[config.mk]
export PLATFORM = sky130hd
export DESIGN_NAME = smb_addr_filter
export DESIGN_NICKNAME = d
export VERILOG_FILES = /design/src/rtl/smbaf_pkg.sv /design/src/rtl/smbaf_shifter.sv /design/src/rtl/smbaf_classify.sv /design/src/rtl/smbaf_ctrl.sv /design/src/rtl/smb_addr_filter.sv
export SDC_FILE = /design/constraint.sdc
export NUM_CORES = 1
export LEC_CHECK = 0
export BUFFER_PORTS_ARGS = -buffer_cell sky130_fd_sc_hd__buf_2
export CAP_MARGIN = 10
export CORE_MARGIN = 8
export CORE_UTILIZATION = 45
export CTS_CLUSTER_DIAMETER = 50
export DETAILED_ROUTE_END_ITERATION = 16
export PLACE_DENSITY = 0.79
export SYNTH_ARGS = -nofsm -noshare
export SYNTH_HDL_FRONTEND = slang
export SYNTH_SLANG_ARGS = --single-unit
[constraint.sdc]
create_clock -name clk -period 1.8 [get_ports clk]
set_input_delay 0.36 -clock clk [delete_from_list [all_inputs] [get_ports clk]]
set_output_delay 0.36 -clock clk [all_outputs]
set_load 0.005 [all_outputs]
[src/rtl/smbaf_pkg.sv]
package smbaf_pkg;

    localparam int ADDR_W = 7;
    localparam int BYTE_W = ADDR_W + 1;
    localparam int N_KIND = 5;

    localparam logic [ADDR_W-1:0] HOST_ADDR   = 7'h08;
    localparam logic [ADDR_W-1:0] DEVDEF_ADDR = 7'h61;
    localparam logic [ADDR_W-1:0] ARA_ADDR    = 7'h0C;

    typedef enum logic [2:0] {
        KIND_NONE   = 3'd0,
        KIND_OWN    = 3'd1,
        KIND_GCALL  = 3'd2,
        KIND_HOST   = 3'd3,
        KIND_DEVDEF = 3'd4,
        KIND_ARA    = 3'd5
    } kind_e;

    typedef enum logic [1:0] {
        ST_IDLE,
        ST_ADDR,
        ST_ACK,
        ST_WAIT
    } state_e;

    typedef struct packed {
        logic [ADDR_W-1:0] own_addr;
        logic              gcall_en;
        logic              host_en;
        logic              devdef_en;
        logic              alert_en;
    } cfg_t;

    // Alert response is live only in device mode with the alert raised
    function automatic logic ara_live(cfg_t c);
        return c.alert_en && !c.host_en;
    endfunction

endpackage

[src/rtl/smbaf_shifter.sv]
module smbaf_shifter #(
    parameter int W = 8
) (
    input  logic         clk,
    input  logic         rst,
    input  logic         clr,
    input  logic         shift_en,
    input  logic         bit_in,
    output logic         byte_done,
    output logic [W-1:0] byte_val
);
    localparam int CW = $clog2(W);

    logic [CW-1:0] cnt;
    logic [W-2:0]  sh;
    logic          last;

    assign last = (cnt == CW'(W - 1));

    always_ff @(posedge clk) begin
        if (rst || clr) begin
            cnt <= '0;
            sh  <= '0;
        end else if (shift_en) begin
            sh  <= {sh[W-3:0], bit_in};
            cnt <= last ? '0 : cnt + 1'b1;
        end
    end

    assign byte_done = shift_en && last && !clr;
    assign byte_val  = {sh, bit_in};
endmodule

[src/rtl/smbaf_classify.sv]
module smbaf_classify
    import smbaf_pkg::*;
(
    input  logic [BYTE_W-1:0] byte_val,
    input  cfg_t              cfg,
    output kind_e             kind
);
    logic [ADDR_W-1:0] addr;
    logic [N_KIND-1:0] hit;

    assign addr = byte_val[BYTE_W-1:1];

    always_comb begin
        hit[0] = (addr == cfg.own_addr);
        hit[1] = (byte_val == '0) && cfg.gcall_en;
        hit[2] = (addr == HOST_ADDR) && cfg.host_en;
        hit[3] = (addr == DEVDEF_ADDR) && cfg.devdef_en;
        hit[4] = (addr == ARA_ADDR) && ara_live(cfg);
    end

    // lowest index wins: walk from lowest priority upward
    always_comb begin
        kind = KIND_NONE;
        for (int i = N_KIND - 1; i >= 0; i--) begin
            if (hit[i]) kind = kind_e'(3'(i + 1));
        end
    end
endmodule

[src/rtl/smbaf_ctrl.sv]
module smbaf_ctrl
    import smbaf_pkg::*;
(
    input  logic       clk,
    input  logic       rst,
    input  logic       enable,
    input  logic       start_seen,
    input  logic       stop_seen,
    input  logic       bit_strobe,
    input  logic       byte_done,
    input  kind_e      kind,
    input  logic       alert_req,
    input  logic       match_ie,
    output logic       clr,
    output logic       shift_en,
    output logic       ack_drive,
    output logic [2:0] match_code,
    output logic       match_evt,
    output logic       match_irq,
    output logic       alert_n
);
    state_e state;
    logic   ack_q, evt_q, irq_q, alert_q;
    kind_e  code_q;
    logic   hit;

    assign clr      = !enable || start_seen || stop_seen;
    assign shift_en = bit_strobe && (state == ST_ADDR);
    assign hit      = byte_done && (kind != KIND_NONE);

    always_ff @(posedge clk) begin
        if (rst) begin
            state  <= ST_IDLE;
            ack_q  <= 1'b0;
            code_q <= KIND_NONE;
        end else if (clr) begin
            state  <= (enable && start_seen && !stop_seen) ? ST_ADDR : ST_IDLE;
            ack_q  <= 1'b0;
            code_q <= KIND_NONE;
        end else begin
            case (state)
                ST_ADDR: if (byte_done) begin
                    state  <= ST_ACK;
                    ack_q  <= (kind != KIND_NONE);
                    code_q <= kind;
                end
                ST_ACK: if (bit_strobe) begin
                    state <= ST_WAIT;
                    ack_q <= 1'b0;
                end
                default: ;
            endcase
        end
    end

    always_ff @(posedge clk) begin
        if (rst) begin
            evt_q   <= 1'b0;
            irq_q   <= 1'b0;
            alert_q <= 1'b1;
        end else begin
            evt_q   <= hit;
            irq_q   <= hit && match_ie;
            alert_q <= !(enable && alert_req);
        end
    end

    assign ack_drive  = ack_q;
    assign match_code = code_q;
    assign match_evt  = evt_q;
    assign match_irq  = irq_q;
    assign alert_n    = alert_q;
endmodule

[src/rtl/smb_addr_filter.sv]
module smb_addr_filter
    import smbaf_pkg::*;
(
    input  logic       clk,
    input  logic       rst,
    input  logic       enable,
    input  logic [6:0] own_addr,
    input  logic       gcall_en,
    input  logic       host_en,
    input  logic       devdef_en,
    input  logic       alert_en,
    input  logic       match_ie,
    input  logic       sda_bit,
    input  logic       bit_strobe,
    input  logic       start_seen,
    input  logic       stop_seen,
    output logic       ack_drive,
    output logic [2:0] match_code,
    output logic       match_evt,
    output logic       match_irq,
    output logic       alert_n
);
    cfg_t              cfg;
    logic              clr, shift_en, byte_done;
    logic [BYTE_W-1:0] byte_val;
    kind_e             kind;

    assign cfg = '{own_addr: own_addr, gcall_en: gcall_en, host_en: host_en,
                   devdef_en: devdef_en, alert_en: alert_en};

    smbaf_shifter #(.W(BYTE_W)) u_shift (
        .clk(clk), .rst(rst), .clr(clr), .shift_en(shift_en),
        .bit_in(sda_bit), .byte_done(byte_done), .byte_val(byte_val)
    );

    smbaf_classify u_cls (
        .byte_val(byte_val), .cfg(cfg), .kind(kind)
    );

    smbaf_ctrl u_ctrl (
        .clk(clk), .rst(rst), .enable(enable), .start_seen(start_seen),
        .stop_seen(stop_seen), .bit_strobe(bit_strobe), .byte_done(byte_done),
        .kind(kind), .alert_req(ara_live(cfg)), .match_ie(match_ie),
        .clr(clr), .shift_en(shift_en), .ack_drive(ack_drive),
        .match_code(match_code), .match_evt(match_evt), .match_irq(match_irq),
        .alert_n(alert_n)
    );
endmodule

Word level (Yosys, flattened, before mapping)
Cells that the tools add are included.
Word-level totals
  bits in registers: 19
  bits of input ports: 19
Cells by class
  add/sub/neg operators: 1
  equality and inequality tests: 11
  multiplexer cells: 14
  reductions and logical operators: 29
Operators by type and width (count)
  2-to-1 mux 3 bit: 6
  equality test 7 x 4 -> 1 bit, second input constant: 2
  logical AND 1 bit: 13
  logical NOT 8 bit: 1
  equality test 7 bit: 1
  equality test 7 bit, second input constant: 1
  2-to-1 mux 2 bit: 3
  AND reduction 3 bit: 2
  nonzero test 3 bit: 2
  logical NOT 1 bit: 5
  one-hot mux 2 bit (2 select lines): 1
  adder 3 x 1 -> 3 bit, second input constant: 1
  equality test 3 bit, second input constant: 1
  logical OR 1 bit: 3
  2-to-1 mux 1 bit: 3
  != test 3 x 2 -> 1 bit, second input constant: 1
  != test 3 bit, second input constant: 1
  equality test 2 x 1 -> 1 bit, second input constant: 1
  equality test 2 bit, second input constant: 1
  != test 2 x 1 -> 1 bit, second input constant: 1
  != test 2 bit, second input constant: 1
  one-hot mux 1 bit (2 select lines): 1
  AND reduction 2 bit: 1
  nonzero test 2 bit: 1
  OR reduction 2 bit: 1

Depth between registers and ports, before layout
Gate-level depths: netlist of the first run.
  word-level depth: 11
  mapped depth: 7
  gate-level depth less buffers: 7

Modules after synthesis
From an unflattened synthesis of the first run, not the netlist that was laid out.
Unflattened totals
  cell total of the unflattened synthesis: 98
  area total of the unflattened synthesis: 965.9 um^2
By module, submodules not included
  smbaf_shifter: instances 1, cells each 39, area an instance 402.9 um^2, seq. area each 200.2 um^2
  smbaf_ctrl: instances 1, cells each 34, area an instance 357.8 um^2, seq. area each 180.2 um^2
  smbaf_classify: instances 1, cells each 24, area an instance 191.4 um^2, seq. area each 0.0 um^2
  smb_addr_filter: instances 1, cells each 1, area an instance 13.8 um^2, seq. area each 0.0 um^2

Worst setup path after synthesis of the first run
OpenSTA, ideal clock, no wires.
  kind: reg-to-reg
  start point: register u_shift.cnt[0]
  end point: register u_ctrl.state[0]
  data arrival time: 1.572 ns
  data required time: 1.697 ns
  setup slack: 0.124 ns
  cell stages (with the launch flop): 8
  buffers on the path: 0
  clock period less this slack: 1.676 ns
  cell sequence: dfxtp_1 -> ha_1 -> ha_1 -> nand2_1 -> nor4_4 -> o21a_2 -> nor3_1 -> a2111oi_2
Between the ends
  longest elaborated chain between the ends: 5
Ends and longest elaborated chain
  start: declaration: line smbaf_shifter.sv:14  | logic [CW-1:0] cnt;
  start signal: assignment: line smbaf_shifter.sv:26  | cnt <= last ? '0 : cnt + 1'b1;
  equality test 3 bit: line smbaf_shifter.sv:18  | assign last = (cnt == CW'(W - 1));
  logical AND 1 bit (2 in a row): line smbaf_shifter.sv:30  | assign byte_done = shift_en && last && !clr;
  != test 3 x 2 -> 1 bit (no line)
  AND reduction 3 bit (no line)
  end signal: assignment: line smbaf_ctrl.sv:37  | state <= (enable && start_seen && !stop_seen) ? ST_ADDR : ST_IDLE;
  end: declaration: line smbaf_ctrl.sv:22  | state_e state;
No other way between the ends.
A chain may end at the register's enable or synchronous reset.

Worst setup path after layout of the first run
  start point: register u_ctrl.state[1]
  end point: register u_ctrl.ack_q, in the netlist u_ctrl.ack_drive
Between the ends
  longest elaborated chain between the ends: 6
  elaborated cells between the ends (all ways): 10
Ends and longest elaborated chain
  equality test 2 x 1 -> 1 bit: line smbaf_ctrl.sv:28, smbaf_ctrl.sv:41
  logical AND 1 bit: line smbaf_ctrl.sv:28  | assign shift_en = bit_strobe && (state == ST_ADDR);
  logical AND 1 bit (2 in a row): line smbaf_shifter.sv:30
  != test 2 x 1 -> 1 bit (no line)
  AND reduction 3 bit (no line)
  end signal: assignment: line smbaf_ctrl.sv:44  | ack_q <= (kind != KIND_NONE);
  end: declaration: line smbaf_ctrl.sv:23  | logic ack_q, evt_q, irq_q, alert_q;
Several ways; a longest one is shown, not always the timed one.

==> reports/results.ini, run 1 <==
[timing]
tns_ns = 0
maxSlewViolCount = 0
report.final.hold_viol_count = 0
period_share_pct = 94.95
rsz0062_at_grt = no
finalSetupViolCount = 0
worstMarginPinSlew_ns = 0.5398
period_minus_slack_ns = 1.709
clock.fmax_mhz = 585.1
fin_skew_ns = 0.005707
fin_ws_ns = 0.09098
maxSlewHeadroom_pct = 63.88

[final_layout]
drive_gt1_share_pct = 32.89
post-route-util_pct = 57.59
n_antenna_cell = 0
final_common_cell = buf_2
fin_nets = 173
final_cell_mix = buf_2, nand2_1, dfxtp_1
syn2layout_area_growth_pct = 25.35
finalNonFillerCells = 177

[worst_setup_path]
crit_chain = inv_1 -> ha_1 -> nand2_2 -> nor4_4 -> buf_4 -> buf_4 -> a2111o_1 -> a21oi_1
crit_family = compound AO/OA/AOI/OAI gates
max_stage_delay_ns = 0.40
critPathKind = flip-flop to flip-flop
cp_data_arrival_time_ns = 1.95
critPathCaptureType = flip-flop
path_max_fanout = 5
critical_path_buf_inv_count = 3
start_kind = flip-flop
crit_required_ns = 2.04
slowest_stage = dfxtp_1
path_common_cell = buf_4

[yosys]
synthXorXnorAreaFrac_pct = 6.274
syn_area_um2 = 977.2
synth_cells = 117
synth_edf_count = 0
synth_ff_type = dfxtp_1
ys_ff_latch = 19
synthSimpleGateAreaFrac_pct = 27.27
synth_compound_area_share_pct = 16.90
synthDistinctLibCells = 33
yosysSeqAreaShare_pct = 38.92
synth_mux_area_share_pct = 1.152
synthAdderAreaFrac_pct = 5.122
syn_nets = 140
synth_top_family_by_area = simple AND/OR/NAND/NOR gates
async_flop_share_pct = 0
yosysWarnings = 0
syn-mean-instance-area_um2 = 8.352

[place]
portBuffers = 25
hpwl_mm = 1.777
placed_cells = 169
place_ws_ns = 0.07306
place.gp.congestion = 0.9229

[clocking]
tritoncts = built
insertion_delay_ns = 0.31
root_buffer = clkbuf_4
cts_buffers = 3
cts.clk_slew.worst_paths_ns = 0.11
clock_path_buffers = 2
htreeDepth = 1
cts_sinks = 19

[global_route]
grtUsageMet2_pct = 20.70
grt.overflow.total = 0
grt_pass1_vias = 869
grt_busiest_layer = met2
grt_util_all_layers_pct = 11.68
met1_usage_pct = 11.15
antenna_found_initial = 0
grt_max_degree = 13
grt_pass1_wl_mm = 3.719
use_met3_pct = 4.122

[die]
dieArea_um2 = 3919
placementRows = 17
start_util_pct = 45.94
coreArea_um2 = 2127
num_io_pins = 26
die_x_um = 62.60
die_y_um = 62.60

[power_and_ir_drop]
power_mw = 0.7166
power_density_nw_per_um2 = 585.0
peakVddDrop_mv = 0.3348
p_leak_nw = 0.4714

[drt]
routed_wl_mm = 2.307
drtAntennaViolNets = 0
drt_iter0_markers = 28
wl_per_cell_um = 13.03
drt_first_pass_iters = 4
via_per_inst = 5.113
drc = 0
via_count = 905

[hold_path]
min_path_type = primary input to flip-flop

[status]
outcome = completed

[run]
drv_cap = 0

==> cell usage after synthesis (all sizes together), types with 2 or more instances <==
master   n  area (µm²)
nor4     2       33.78
nand2b   4       25.02
clkbuf   4       15.01
nand4    2       12.51
a31oi    2       12.51
nand2   22       85.09
a21oi   16       80.08
and3     2       12.51
inv      6       22.52
ha       4       50.05
xnor2    4       35.03
xor2     3       26.28
nor3     3       15.01
nor2     8       30.03
dfxtp   19       380.4
==> tightest hold or removal path: cells and delay by family <==
| family | cells | cell delay (ns) |
|---|---|---|
| AOI/OAI and AO/OA | 1 | 0.03 |
| buffers and inverters | 2 | 0.14 |
==> per-layer routing <==
metal	wire length, µm	vias to the layer above
li1	-	468
met1	961	419
met2	1180	14
met3	97	4
met4	68	0
met5	0	-
==> flip-flops by register name (all words and copies together), names as in the netlist <==
| register | flops |
|---|---|
| u_ctrl.ack_drive | 1 |
| u_ctrl.alert_n | 1 |
| u_ctrl.match_code | 3 |
| u_ctrl.match_evt | 1 |
| u_ctrl.match_irq | 1 |
| u_ctrl.state | 2 |
| u_shift.cnt | 3 |
| u_shift.sh | 7 |
==> final cells by class <==
class	count	area, µm²
fillers	190	902.1
clock inverters	1	5.005
repair buffers	33	185.2
clock buffers	3	22.52
well taps	28	35.03
inverters	6	22.52
multi-input cells	87	571.8
flip-flops and latches	19	382.9
==> worst paths after layout <==
| check | start | endpoint | slack (ns) | depth (start not counted) |
|---|---|---|---|---|
| setup reg to reg | u_ctrl.state[1] | u_ctrl.ack_drive | 0.09 | 8 |
| hold / removal | match_ie | u_ctrl.match_irq | 0.26 | 3 |
| setup / recovery | u_ctrl.state[1] | u_ctrl.ack_drive | 0.09 | 8 |
| hold reg to reg | u_ctrl.match_code[2] | u_ctrl.match_code[2] | 0.46 | 2 |
==> metrics by stage <==
| step | hold slack, ns | cell area, µm² |
|---|---|---|
| after global routing | 0.2464 | 1225 |
| final | 0.2563 | 1225 |
| after CTS | 0.2607 | 1175 |
| after global placement | 0.4471 | 1147 |
| after detailed placement | 0.4512 | 1147 |
| after floorplan | 0.4360 | 977.2 |
==> report_power, final <==
part / switching (mW) / internal, mW
registers: 0.000942 / 0.422
logic: 0.0326 / 0.0312
clock network: 0.147 / 0.0832
total: 0.180 / 0.536
==> repair_timing <==
item / in CTS / in global routing
endpoints found under the hold margin: 0 / 0
resized for setup: 0 / 6
endpoints found under the setup margin: 0 / 4
buffers inserted: 0 / 4
hold buffers: 0 / 0
==> cells by family after synthesis <==
group	count (synthesis)
adder cells (fa/ha/maj)	4
XOR/XNOR	7
AND/OR/NAND/NOR	49
flip-flops	19
multiplexers	1
buffers and inverters	11
AO/OA/AOI/OAI	26
Power figures use the tool's default switching activity.
==> run 2, diff against run 1 <==
Settings changed: SYNTH_HIERARCHICAL set to 1.
==> reports/results.ini, run 2 <==
[timing]
period_minus_slack_ns = 1.767
hold-worst-slack_ns = 0.2700
tns_ns = 0
clock.fmax_mhz = 566.0
fin_skew_ns = 0.004940
period_share_pct = 98.15
finalSetupViolCount = 0
fin_ws_ns = 0.03331
worstMarginPinSlew_ns = 0.3418
maxSlewViolCount = 0
maxSlewHeadroom_pct = 77.22
report.final.hold_viol_count = 0

[clocking]
clock_path_buffers = 2
htreeDepth = 1
cts_sinks = 19
root_buffer = clkbuf_4
tritoncts = built
ctsHoldBuffers = 0
cts_buffers = 3
insertion_delay_ns = 0.28
cts.clk_slew.worst_paths_ns = 0.10

[drt]
routed_wl_mm = 2.265
wl_per_cell_um = 14.34
drt_iter0_markers = 18
drc = 0
drt_first_pass_iters = 4
via_count = 813
drtAntennaViolNets = 0
via_per_inst = 5.146

[worst_setup_path]
r2r-start = u_shift/sh[3]
path_max_fanout = 3
reg2reg_depth = 7
crit_required_ns = 1.96
crit_family = simple AND/OR/NAND/NOR gates
critical_path_buf_inv_count = 0
cp_data_arrival_time_ns = 1.93
critPathKind = flip-flop to flip-flop
crit_cells = 7
critPathCaptureType = flip-flop
start_kind = flip-flop
max_stage_delay_ns = 0.35
startpoint = u_shift/sh[3]
slowest_stage = dfxtp_2
crit_chain = xor2_2 -> nor4_2 -> nand4_1 -> o311a_1 -> nor3_2 -> nor2b_2 -> a211oi_2

[hold_path]
hp-start = match_ie
whs_path_depth = 2
min_path_type = primary input to flip-flop

[place]
place.gp.congestion = 0.7994
hpwl_mm = 1.739
portBuffers = 25
place_ws_ns = -0.1670

[yosys]
synth_edf_count = 0
post-synth-top-count-cell = dfxtp_1
ys_ff_latch = 19
syn_area_um2 = 965.9
synth_ff_type = dfxtp_1
syn-mean-instance-area_um2 = 9.856
syn_nets = 119
synth_common_cells = dfxtp_1, nor2_1, mux2i_1, nand3b_1
async_flop_share_pct = 0
synth_cells = 98
yosysWarnings = 6
synth_area_leader_cell = dfxtp_1
yosysSeqAreaShare_pct = 39.38
synthDistinctLibCells = 37
synthTopCellsByArea = dfxtp_1, mux2i_1, nor2_1
yosysTopAreaCellShare_pct = 39.38

[global_route]
grt_pass1_vias = 805
grt_util_all_layers_pct = 10.55
antenna_found_initial = 0
grt_max_degree = 12
grt_pass1_wl_mm = 3.574
grt.overflow.total = 0

[status]
outcome = completed

[die]
die_y_um = 62.33
dieArea_um2 = 3885
die_x_um = 62.33
coreArea_um2 = 2002
num_io_pins = 26
placementRows = 16
start_util_pct = 48.25

[final_layout]
largest_register_ffs = 7
n_fill_cell = 176
final_common_cell = buf_2
syn2layout_area_growth_pct = 26.94
fin_nets = 153
post-route-util_pct = 61.25
n_antenna_cell = 0
drive_gt1_share_pct = 40.46
top_register = u_shift/sh
final_cell_mix = buf_2, dfxtp_1, nor2_1

[power_and_ir_drop]
pwr-share-seq_pct = 61.3
p_leak_nw = 0.5106
power_density_nw_per_um2 = 561.4
switching_power_mw = 0.1479
p_int_mw = 0.5405
p_comb_share_pct = 9.2
switching_share_pct = 21.48
peakVddDrop_mv = 0.3891
clkPwrFrac_pct = 29.4

[run]
drv_cap = 0

## run 2: cell types whose count changed after synthesis, moves of 4 or more
cell,before,now
nand2_1,21,3
a21oi_1,16,2
mux2i_1,0,12
nor2_1,8,16
clkbuf_1,4,0
inv_1,6,2
nand3b_1,0,4
## run 2: path summary, 6_finish.rpt
| check | to | slack, ns |
|---|---|---|
| worst max-delay path | u_ctrl/ack_drive | 0.03 |
| worst min-delay path | u_ctrl/match_irq | 0.27 |
| worst max register to register | u_ctrl/ack_drive | 0.03 |
| worst min register to register | u_ctrl/ack_drive | 0.49 |
## run 2: cells by family (layout without fill, tap and decap cells)
family	after synthesis	in the layout	share of synthesized area, %
AND/OR/NAND/NOR	43	43	28.24
flip-flops	19	19	39.38
AO/OA/AOI/OAI	10	10	7.384
buffers and inverters	5	38	2.849
XOR/XNOR	7	7	7.126
multiplexers	12	12	12.44
adder cells (fa/ha/maj)	2	2	2.590
## run 2: stage by stage
stage / power, mW / std cells / area [µm²]
3_3_place_gp: 0.4884 / 153 / 1150
3_5_place_dp: 0.4905 / 153 / 1150
2_1_floorplan: 0.4615 / 98 / 965.9
5_1_grt: 0.7281 / 158 / 1226
6_report: 0.6884 / 158 / 1226
4_1_cts: 0.6893 / 157 / 1181
## run 2: power by group through the flow
stage	Sequential (mW)	Combinational [mW]	Clock, mW
after floorplan	0.432	0.0296	0
after global placement	0.432	0.0565	0
after detailed placement	0.432	0.0584	0
after CTS	0.422	0.0593	0.208
after global routing	0.423	0.0696	0.236
final	0.422	0.0636	0.202
## run 2: timing repair
action                                  in CTS  in global routing
resized for setup                            1                 10
pin swaps                                    0                  3
setup buffers                                0                  1
endpoints found under the setup margin       2                  3
## run 2: area by class of cell
class                           instances  area, µm²  area share, %
Inverter                                2      7.507         0.6122
Multi-Input combinational cell         74      596.8          48.67
Sequential cell                        19      384.1          31.33
Clock buffer                            4      26.28          2.143
Timing Repair Buffer                   32      177.7          14.49
Tap cell                               27      33.78          2.755
## run 2: routing by layer
metal / GRT usage (%) / vias to the layer above / part of all wire, %
met5: 0 / - / 0
met4: 3.134 / 0 / 2.2
li1: - / 407 / -
met2: 19.02 / 22 / 50
met3: 2.509 / 6 / 4.9
met1: 11.90 / 378 / 43
